File: src/rtl/booth_pkg.sv
package booth_pkg;
  typedef enum logic [1:0] {
    ACT_NOP = 2'd0,
    ACT_ADD = 2'd1,
    ACT_SUB = 2'd2
  } booth_act_e;
endpackage

File: src/rtl/booth_recode.sv
module booth_recode
  import booth_pkg::*;
(
  input  logic       cur_bit,
  input  logic       guard_bit,
  output booth_act_e act
);
  // 01 -> add, 10 -> subtract, 00/11 -> nothing
  always_comb begin
    case ({cur_bit, guard_bit})
      2'b01:   act = ACT_ADD;
      2'b10:   act = ACT_SUB;
      default: act = ACT_NOP;
    endcase
  end
endmodule

File: src/rtl/booth_step.sv
module booth_step
  import booth_pkg::*;
#(
  parameter int W = 32
) (
  input  logic [2*W:0]  acc_i,
  input  logic [W-1:0]  mcand,
  input  booth_act_e    act,
  output logic [2*W:0]  acc_o
);
  localparam int HI_LSB = W + 1;
  localparam int TOP    = 2 * W;

  logic [W:0] hi_ext;
  logic [W:0] m_ext;
  logic [W:0] sum;

  // widen by one bit so the shifted-in sign is always the true sign
  always_comb begin
    hi_ext = {acc_i[TOP], acc_i[TOP:HI_LSB]};
    m_ext  = {mcand[W-1], mcand};
    case (act)
      ACT_ADD: sum = hi_ext + m_ext;
      ACT_SUB: sum = hi_ext - m_ext;
      default: sum = hi_ext;
    endcase
  end

  // arithmetic right shift of the whole register, guard bit included
  assign acc_o = {sum, acc_i[W:1]};
endmodule

File: src/rtl/booth_seq_ctrl.sv
module booth_seq_ctrl #(
  parameter int W = 32
) (
  input  logic clk,
  input  logic rst,
  input  logic start,
  output logic busy,
  output logic load,
  output logic last
);
  localparam int CW = $clog2(W) + 1;
  localparam logic [CW-1:0] LAST_CNT = CW'(W - 1);

  logic [CW-1:0] cnt;

  assign load = start && !busy;        // start ignored while busy
  assign last = busy && (cnt == LAST_CNT);

  always_ff @(posedge clk) begin
    if (rst) begin
      busy <= 1'b0;
      cnt  <= '0;
    end else if (load) begin
      busy <= 1'b1;
      cnt  <= '0;
    end else if (busy) begin
      busy <= !last;
      cnt  <= cnt + 1'b1;
    end
  end

  p_cnt_range_r3: assert property (@(posedge clk) disable iff (rst)
    busy |-> (cnt <= LAST_CNT));
  p_accept_r2: assert property (@(posedge clk) disable iff (rst)
    (start && !busy) |=> (busy && cnt == '0));
  p_ignore_r7: assert property (@(posedge clk) disable iff (rst)
    (busy && !last) |=> (busy && cnt == $past(cnt) + 1'b1));
endmodule

File: src/rtl/booth_mul_seq.sv
module booth_mul_seq
  import booth_pkg::*;
#(
  parameter int W = 32
) (
  input  logic           clk,
  input  logic           rst,
  input  logic           start,
  input  logic [W-1:0]   multiplicand,
  input  logic [W-1:0]   multiplier,
  output logic           busy,
  output logic           done,
  output logic [2*W-1:0] product
);
  localparam int AW = 2 * W + 1;

  logic [AW-1:0] acc_q;
  logic [AW-1:0] acc_nxt;
  logic [W-1:0]  mcand_q;
  logic          load;
  logic          last;
  booth_act_e    act;

  booth_seq_ctrl #(.W(W)) u_ctrl (
    .clk   (clk),
    .rst   (rst),
    .start (start),
    .busy  (busy),
    .load  (load),
    .last  (last)
  );

  booth_recode u_rec (
    .cur_bit   (acc_q[1]),
    .guard_bit (acc_q[0]),
    .act       (act)
  );

  booth_step #(.W(W)) u_step (
    .acc_i (acc_q),
    .mcand (mcand_q),
    .act   (act),
    .acc_o (acc_nxt)
  );

  always_ff @(posedge clk) begin
    if (rst) begin
      acc_q   <= '0;
      mcand_q <= '0;
      product <= '0;
      done    <= 1'b0;
    end else begin
      done <= last;
      if (load) begin
        acc_q   <= {{W{1'b0}}, multiplier, 1'b0};
        mcand_q <= multiplicand;
      end else if (busy) begin
        acc_q <= acc_nxt;
      end
      if (last) product <= acc_nxt[AW-1:1];
    end
  end

  p_done_pulse_r3: assert property (@(posedge clk) disable iff (rst)
    done |=> !done);
  p_done_idle_r3: assert property (@(posedge clk) disable iff (rst)
    done |-> !busy);
  p_hold_r8: assert property (@(posedge clk) disable iff (rst)
    !done |-> $stable(product));
  p_mcand_fixed_r7: assert property (@(posedge clk) disable iff (rst)
    (busy && $past(busy)) |-> $stable(mcand_q));
endmodule

File: config.mk
export PLATFORM = sky130hd
export DESIGN_NAME = booth_mul_seq
export DESIGN_NICKNAME = d
export VERILOG_FILES = /design/src/rtl/booth_pkg.sv /design/src/rtl/booth_recode.sv /design/src/rtl/booth_step.sv /design/src/rtl/booth_seq_ctrl.sv /design/src/rtl/booth_mul_seq.sv
export SDC_FILE = /design/constraint.sdc
export NUM_CORES = 1
export LEC_CHECK = 0
export ABC_AREA = 1
export BUFFER_PORTS_ARGS = -buffer_cell sky130_fd_sc_hd__buf_2
export CELL_PAD_IN_SITES_DETAIL_PLACEMENT = 0
export CELL_PAD_IN_SITES_GLOBAL_PLACEMENT = 1
export CORE_UTILIZATION = 30
export CTS_CLUSTER_SIZE = 40
export DETAILED_ROUTE_END_ITERATION = 16
export GPL_ROUTABILITY_DRIVEN = 0
export PLACE_DENSITY = 0.73
export SLEW_MARGIN = 25
export SYNTH_ARGS = -nofsm -noshare
export SYNTH_HDL_FRONTEND = slang
export SYNTH_SLANG_ARGS = --single-unit
File: constraint.sdc
create_clock -name clk -period 3.5 [get_ports clk]
set_input_delay 0.175 -clock clk [delete_from_list [all_inputs] [get_ports clk]]
set_output_delay 0.175 -clock clk [all_outputs]
set_load 0.02 [all_outputs]
==> results of run 1 <==
-- power groups by stage --
stage | clock, mW | sequential [mW] | combinational (mW)
after floorplan | 0 | 2.09 | 0.750
after global placement | 0 | 2.12 | 1.03
after detailed placement | 0 | 2.12 | 1.03
after CTS | 1.91 | 2.08 | 1.06
after global routing | 1.99 | 2.09 | 1.20
final | 1.87 | 2.08 | 1.07
-- routing by layer --
layer	part of all wire [%]	GRT usage (%)	wire, um	vias up
met3	3.9	2.789	1155	35
met5	0	0	0	-
met4	1.9	5.573	560	0
met1	50	25.22	14700	4261
li1	-	-	-	4899
met2	44	29.43	13150	203
-- cell type report --
cell class	instances	area [um^2]	share of cell area [%]
clock buffers	20	446.7	3.890
clock inverters	10	108.9	0.9479
flip-flops and latches	169	3385	29.47
well taps	396	495.5	4.315
repair buffers	176	1099	9.566
inverters	195	733.2	6.385
multi-input cells	1034	5216	45.42
-- cells by family after synthesis --
group	after synthesis	synth area share, %
xor+xnor	35	3.214
fa+ha+maj	36	4.801
compound gates	225	14.10
simple gates	737	31.93
mux	1	0.1049
flops	169	35.47
buf+inv	252	10.38
-- worst max-delay path by stage --
stage | startpoint | end | slack (ps) | depth (start not counted)
2_1_floorplan | acc_q[0] | acc_q[52] | 740 | 21
3_3_place_gp | mcand_q[0] | acc_q[63] | 180 | 18
3_5_place_dp | mcand_q[0] | acc_q[63] | 160 | 18
4_1_cts | mcand_q[0] | acc_q[63] | 150 | 18
5_1_grt | mcand_q[0] | acc_q[57] | -30 | 21
6_report | mcand_q[0] | acc_q[60] | 280 | 19
-- cells in the final DEF, fill, tap and decap left out, types with 3 or more instances in the layout --
cell type and count:
or2_2 5, nor3_1 8, nand3b_1 7, o21ai_1 10, buf_2 132, dlygate4sd3_1 28, nor2_1 168, nand2_1 422
inv_2 5, clkbuf_16 17, xor2_1 20, inv_1 188, nand3_1 96, o21bai_1 6, o21ai_0 84, buf_4 13
a31oi_1 14, nor4_1 3, xnor2_1 14, a22o_1 38, buf_12 3, a21oi_1 57, nand2_2 4, nor2_2 7
ha_1 34, nand4_1 4, inv_6 4, a21oi_2 7, dfxtp_1 168, nor2_4 5
-- worst reg2reg max path: stages (launching register included) --
cell	delay, ps
dfxtp_1	330
inv_1	110
nand3_2	100
nor2_4	140
nand4_4	140
nor2_2	150
nand2_1	100
o21ai_0	270
xor2_1	240
ha_1	350
nand2_1	160
inv_1	50
a21oi_1	290
o21bai_1	110
nor2_1	170
nand3_1	110
nand3_1	110
nand3_1	70
nand2_1	80
inv_1	30
-- state kept, by name, indices dropped and copies added, names as in the netlist --
signal	cells
product	64
u_ctrl.cnt	6
u_ctrl.busy	1
mcand_q	32
acc_q	65
done	1
-- repair_timing --
| action | in CTS | in global routing |
|---|---|---|
| endpoints found under the setup margin | 0 | 13 |
| gates resized for setup | 0 | 13 |
| hold buffers | 28 | 0 |
| endpoints found under the hold margin | 28 | 0 |
-- per-stage QoR --
stage / utilization (%) / total power, mW
2_1_floorplan: - / 2.843
3_3_place_gp: 34.30 / 3.155
3_5_place_dp: 34.30 / 3.155
4_1_cts: 37.01 / 5.052
5_1_grt: 37.15 / 5.291
6_report: 37.15 / 5.017
==> impl_results.md, run 1 <==
- Outcome: completed
- Power share of the sequential group: 41.5%
- Switch share: 32.48%
- Instance area at placement: 0.01060 mm^2
- Crit path kind: reg -> reg
- Final hold slack: 10.59 ps
- RSZ-0062 raised after global routing: true
- Num CTS Buffers: 17
- Worst relative slew slack: 30.82%
- Clock Power Share: 37.2%
- Die span in x: 180.3 um
- MaxCap Viol Count: 0
- Period utilization: 92.07%
- Worst Path Required: 3840 ps
- Layout cells sized above 1: 13.65%
- Clock buffer depth: 2
- Post-CTS Setup Bufs: 0
- Final WL: 29.57 mm
- Worst-Skew Late Latency: 440 ps
- Clk root buf: clkbuf_16
- DP HPWL: 22.08 mm
- Total GRT Usage: 18.34%
- Pre-CTS setup slack: 164.4 ps
- Core Footprint: 0.03091 mm^2
- Internal power: 3.387 mW
- Synthesis-stage register bit count: 169
- Die H: 180.3 um
- DR vias: 9398
- Ant diodes: 0
- Initial cell density of the core: 30.86%
- Crit path cell chain: inv_1 -> nand3_2 -> nor2_4 -> nand4_4 -> nor2_2 -> nand2_1 -> o21ai_0 -> xor2_1 -> ha_1 -> nand2_1 -> inv_1 -> a21oi_1 -> o21bai_1 -> nor2_1 -> nand3_1 -> nand3_1 -> nand3_1 -> nand2_1 -> inv_1
- CTS H-tree lvls: 4
- Post-route cell area: 0.01148 mm^2
- # fillers: 3418
- Final antenna-violating net count: 0
- Via/cell ratio: 4.699
- Worst Hold Class: in -> reg
- Largest net degree at the start of global routing: 76
- Placed insts: 1942
- Setup TNS: 0 ps
- Max Slew Vio Count: 0
- Slew @ Worst Pin: 1037 ps
- Vias in the first global route: 8723
- Gr ovfl total: 0
- Nets@finish: 1696
- Sw power: 1.630 mW
- Final setup fails: 0
- Clock Sink Count: 169
- Max FO, Critical Path: 5
- Clk_skew: 11.12 ps
- Worst r2r src: mcand_q[0]
- Top_reg_cell synth: dfxtp_1
- Logic pwr share: 21.3%
- Worst EP arrival: 3560 ps
- CTS tree: yes
- Reg2Reg Depth: 19
- Number of buffers added on ports: 132
- Post-route DRC: 0
- Maximum vdd drop: 0.0002447 V
- Count leader, synth: nand2_1
- Row count: 64
- Synth Instances: 1455
- HP Start: multiplier[28]
- Post-synthesis sequential area ratio: 35.47%
- Ys async rst share: 0%
- Clock-pin slew on the worst setup and hold paths: 70 ps
- Synth top area cells: dfxtp_1 (35%), nand2_1 (17%), inv_1 (7.4%)
- Power Density: 436.9 mW/mm^2
- Syn nets: 1558
- Initial DRT Pass Iterations: 6
- Share of the synthesized area in the top cell type: 35.47%
- Crit path largest cell delay: 350 ps
- Final hold viol count: 0
- Unique masters post-synth: 45
- Highest Clock Rate: 310.3 MHz
- Number of synthesized flops with an enable pin: 0
- Number of placed I/O pins: 133
- Worst Hold End: acc_q[29]
- Critical Path Sink Type: flip-flop
- Initial antenna violation count: 1
- CP max stage cell: ha_1
- Reg2reg setup slack: 280 ps
- Synthesized area: 0.009538 mm^2
- Area growth syn-to-layout: 20.40%
- Hold depth: 5
- Die Area: 0.03251 mm^2
- Top Family by Delay on Critical Path: simple AND/OR/NAND/NOR gates
- First-pass GRT wire length: 47.24 mm
- Most frequent cells after synthesis: nand2_1 (423), inv_1 (189), nor2_1 (172)
- Critical R2R Capture: acc_q[60]
- P_leak: 6.019 nW
- Leading area contributor after synthesis: dfxtp_1
- WL/cell: 14.79 um
- Bufs and invs on worst path: 3
- Startpoint Class: flip-flop
- Finished Layout Cells: 2000
- Syn Area/Cell: 6.555 um^2
- Setup ws final: 277.4 ps
- YS warnings: 0
- Minimum clock period: 3223 ps
- Drt initial violations: 632
No activity file was read; power rests on OpenSTA's default activity.
==> run 2, diff against run 1 <==
--- a/config.mk
+++ b/config.mk
@@ -9,11 +9,11 @@
 export BUFFER_PORTS_ARGS = -buffer_cell sky130_fd_sc_hd__buf_2
 export CELL_PAD_IN_SITES_DETAIL_PLACEMENT = 0
 export CELL_PAD_IN_SITES_GLOBAL_PLACEMENT = 1
-export CORE_UTILIZATION = 30
+export CORE_UTILIZATION = 35
 export CTS_CLUSTER_SIZE = 40
 export DETAILED_ROUTE_END_ITERATION = 16
 export GPL_ROUTABILITY_DRIVEN = 0
-export PLACE_DENSITY = 0.73
+export PLACE_DENSITY = 0.81
 export SLEW_MARGIN = 25
 export SYNTH_ARGS = -nofsm -noshare
 export SYNTH_HDL_FRONTEND = slang
==> impl_results.md, run 2 (same netlist as run 1, synthesis figures left out) <==
- Outcome: completed
- Critical Path Sink Type: flip-flop
- Worst EP arrival: 3520 ps
- Clock buffer depth: 2
- Gr ovfl total: 0
- Final WL: 28.03 mm
- Via/cell ratio: 4.839
- Top Registers: acc_q (65), product (64), mcand_q (32)
- Drt initial violations: 607
- Crit path kind: reg -> reg
- DR vias: 9440
- Number of buffers added on ports: 132
- Placed insts: 1887
- Worst relative slew slack: 44.89%
- Slew @ Worst Pin: 825.6 ps
- CTS H-tree lvls: 4
- Die span in x: 167.1 um
- Nets@finish: 1700
- Number of placed I/O pins: 133
- DP HPWL: 20.45 mm
- Clock Power Share: 39.4%
- Clock-pin slew on the worst setup and hold paths: 90 ps
- Initial DRT Pass Iterations: 5
- Worst Hold End: acc_q[26]
- Final antenna-violating net count: 0
- Sw power: 1.747 mW
- Max Slew Vio Count: 0
- Num CTS Buffers: 17
- Crit path cell chain: nor2_1 -> nand2_1 -> nor3_1 -> nand3_1 -> nor2_1 -> xor2_1 -> nand2_1 -> o21ai_0 -> ha_1 -> nand2_1 -> inv_1 -> a21oi_1 -> o21ai_0 -> a21oi_1 -> nand3_1 -> nand3_1 -> nand3_1 -> nand2_1 -> inv_1
- Power share of the sequential group: 40.1%
- Most common cell after layout, fill and taps aside: nand2_1
- Vias in the first global route: 8818
- Core Footprint: 0.02688 mm^2
- Worst r2r src: mcand_q[14]
- P_leak: 6.070 nW
- Max FO, Critical Path: 5
- Top Family by Delay on Critical Path: simple AND/OR/NAND/NOR gates
- Internal power: 3.436 mW
- Die Area: 0.02792 mm^2
- Logic pwr share: 20.4%
- Reg2reg setup slack: 330 ps
- Startpoint Class: flip-flop
- Worst-Skew Late Latency: 450 ps
- Core Util, Final: 42.84%
- Die H: 167.1 um
- Bufs and invs on worst path: 2
- Largest net degree at the start of global routing: 76
- Row count: 60
- First-pass GRT wire length: 45.55 mm
- Worst Hold Class: in -> reg
- Hold depth: 5
- Period utilization: 90.66%
- Crit path largest cell delay: 380 ps
- Initial antenna violation count: 0
- Minimum clock period: 3173 ps
- Final setup fails: 0
- Post-route DRC: 0
- CTS tree: yes
- Switch share: 33.71%
- Setup TNS: 0 ps
- Critical R2R Capture: acc_q[58]
- Maximum vdd drop: 0.0003765 V
- Worst Path Required: 3850 ps
- HP Start: multiplier[25]
- Initial cell density of the core: 35.49%
- Clk_skew: 13.70 ps
- Final hold viol count: 0
- Max reg flops: 65
- MaxCap Viol Count: 0
- Highest Clock Rate: 315.2 MHz
- CP max stage cell: ha_1
- Biggest register: acc_q
- Layout cells sized above 1: 13.73%
- # fillers: 2832
- Ant diodes: 0
- Final hold slack: 9.244 ps
- RSZ-0062 raised after global routing: false
- Clock Sink Count: 169
- Most frequent cells in the layout: nand2_1 (422), inv_1 (188), nor2_1 (169)
- Reg2Reg Depth: 19
- Total GRT Usage: 20.41%
- Power Density: 450.3 mW/mm^2
- WL/cell: 14.37 um
- Area growth syn-to-layout: 20.70%
- Finished Layout Cells: 1951
- Clk root buf: clkbuf_16
-- run 2: final cells by class --
class                           count  area (um^2)  share of cell area [%]
Timing Repair Buffer              180         1101                   9.564
Sequential cell                   169         3385                   29.40
Multi-Input combinational cell   1034         5221                   45.35
Tap cell                          341        426.7                   3.706
Clock inverter                     15        220.2                   1.913
Inverter                          195        733.2                   6.369
Clock buffer                       17        425.4                   3.695
-- run 2: worst max path at each step --
stage / startpoint / cells past startpoint / end / slack [ps]
floorplan: acc_q[0] / 21 / acc_q[52] / 740
global route: mcand_q[0] / 22 / acc_q[63] / 20
detailed placement: mcand_q[0] / 19 / acc_q[63] / 190
finish: mcand_q[14] / 19 / acc_q[58] / 330
CTS: mcand_q[0] / 19 / acc_q[63] / 170
global placement: mcand_q[0] / 18 / acc_q[63] / 220
-- run 2: power groups by stage --
stage	Clock [mW]	Combinational [mW]	Sequential, mW
final	2.04	1.06	2.08
after floorplan	0	0.750	2.09
after global routing	2.17	1.20	2.09
after CTS	2.09	1.05	2.08
after global placement	0	1.01	2.12
after detailed placement	0	1.01	2.12
-- run 2: worst min-delay path: cells and delay by family --
family | cells | cell delay [ps]
buffers and inverters | 2 | 120
AND/OR/NAND/NOR | 3 | 150
-- run 2: per-stage QoR --
step / worst slack (ps) / cell area, um^2 / power (mW)
after floorplan: 741.2 / 9538 / 2.843
after global placement: 220.9 / 10500 / 3.130
after detailed placement: 192.6 / 10500 / 3.136
after CTS: 165.3 / 11460 / 5.212
after global routing: 22.96 / 11510 / 5.462
final: 327.0 / 11510 / 5.183
-- run 2: repair_timing --
item,4_1_cts,5_1_grt
setup endpoints to repair,0,11
hold buffers,32,0
gates resized for setup,0,10
hold endpoints to repair,32,0
buffers inserted,0,0
-- run 2: per-layer routing --
layer	part of all wire [%]	GRT usage, %	vias up
li1	-	-	4904
met1	50	28.57	4326
met2	44	32.25	173
met3	3.7	2.804	37
met4	2.0	6.361	0
met5	0	0	-
==> run 3, diff against run 2 <==
==> constraint.sdc (replaced) <==
create_clock -name clk -period 4 [get_ports clk]
set_input_delay 0.2 -clock clk [delete_from_list [all_inputs] [get_ports clk]]
set_output_delay 0.2 -clock clk [all_outputs]
set_load 0.02 [all_outputs]
==> impl_results.md, run 3 (same netlist as run 1, synthesis figures left out) <==
- Outcome: completed
- Top Registers: acc_q (65), product (64), mcand_q (32)
- WL/cell: 14.34 um
- Final antenna-violating net count: 0
- Max Slew Vio Count: 0
- Number of buffers added on ports: 132
- Period utilization: 85.10%
- Final hold slack: 20.64 ps
- Setup TNS: 0 ps
- Crit path kind: reg -> reg
- Highest Clock Rate: 293.8 MHz
- P_leak: 6.011 nW
- Slew @ Worst Pin: 861.3 ps
- DR vias: 9391
- Most common cell after layout, fill and taps aside: nand2_1
- Clock buffer depth: 2
- Drt initial violations: 614
- Die Area: 0.02792 mm^2
- Gr ovfl total: 0
- Initial cell density of the core: 35.49%
- Largest net degree at the start of global routing: 76
- CTS H-tree lvls: 4
- First-pass GRT wire length: 44.85 mm
- Num CTS Buffers: 17
- Worst Hold Class: in -> reg
- Final setup fails: 0
- Worst-Skew Late Latency: 450 ps
- CTS tree: yes
- CTS resizes: 0
- Clk_skew: 15.30 ps
- DP HPWL: 20.25 mm
- Worst relative slew slack: 42.51%
- Vias in the first global route: 8600
- Final hold viol count: 0
- Initial antenna violation count: 0
- Area of the multi-input gates: 0.005172 mm^2
- Startpoint Class: flip-flop
- Reg2reg setup slack: 600 ps
- Post-route DRC: 0
- Max FO, Critical Path: 5
- Placed insts: 1886
- Core Util, Final: 42.23%
- Initial DRT Pass Iterations: 5
- Post-route cell area: 0.01135 mm^2
- Via/cell ratio: 4.831
- Die H: 167.1 um
- Clock Sink Count: 169
- Most frequent cells in the layout: nand2_1 (423), inv_1 (188), nor2_1 (171)
- Layout cells sized above 1: 13.16%
- Row count: 60
- Final WL: 27.88 mm
- Ant diodes: 0
- MaxCap Viol Count: 0
- Minimum clock period: 3404 ps
- # fillers: 2861
- Biggest register: acc_q
- Worst EP arrival: 3740 ps
- Clock-pin slew on the worst setup and hold paths: 80 ps
- Register area: 0.003385 mm^2
- Max reg flops: 65
- RSZ-0062 raised after global routing: false
- Critical Path Sink Type: flip-flop
- PnR Total Power: 4.429 mW
- Clk root buf: clkbuf_16
- Instance area at placement: 0.01049 mm^2
- Number of placed I/O pins: 133
- Setup ws final: 595.9 ps
- Finished Layout Cells: 1944
- Pre-CTS setup slack: 679.9 ps
- Power Density: 390.3 mW/mm^2
- Area growth syn-to-layout: 18.98%
- Maximum vdd drop: 0.0002236 V
- Nets@finish: 1693
- Die span in x: 167.1 um
- Core Footprint: 0.02688 mm^2
- Total GRT Usage: 20.17%
- Worst Path Required: 4340 ps
run 3: path summary, 6_finish.rpt:
| kind | startpoint | end | cells past startpoint |
|---|---|---|---|
| setup / recovery | mcand_q[0] | acc_q[63] | 18 |
| hold / removal | rst | acc_q[32] | 2 |
| setup reg to reg | mcand_q[0] | acc_q[63] | 18 |
| hold reg to reg | product[42] | product[42] | 2 |
run 3: repair_timing:
action                    CTS  global route
hold buffers               26             0
hold endpoints to repair   26             0
setup buffers               0             0
run 3: power by group:
group          total, mW  internal, mW  leakage (nW)  switching (mW)
combinational      0.916         0.326          4.34           0.590
clock               1.69         0.848         0.293           0.846
sequential          1.82          1.75          1.38          0.0725
run 3: layout make-up:
class / instances / share of cell area (%)
Tap cell: 341 / 3.760
Inverter: 195 / 6.461
Clock inverter: 15 / 1.522
Sequential cell: 169 / 29.82
Timing Repair Buffer: 173 / 9.107
Multi-Input combinational cell: 1034 / 45.58
Clock buffer: 17 / 3.749
run 3: critical path, cell delays in order, from the launching register on:
cell      delay (ps)
dfxtp_1          320
inv_1            110
ha_1             180
nand2_1           80
nor2_2           170
nand2_1          170
o31ai_4          260
xor2_1           240
ha_1             330
a21oi_1          350
o21ai_0          200
inv_1             90
nand2_1           70
a21oi_1          270
nand3b_1         120
nand3_1          120
nand3_1           80
nand2_1           90
inv_1             40
run 3: per-layer routing:
| layer | track usage [%] | up-vias | share of wire (%) |
|---|---|---|---|
| met5 | 0 | - | 0 |
| met4 | 5.354 | 0 | 1.3 |
| met3 | 2.852 | 22 | 4.8 |
| met2 | 32.27 | 231 | 44 |
| met1 | 28.20 | 4245 | 49 |
| li1 | - | 4893 | - |
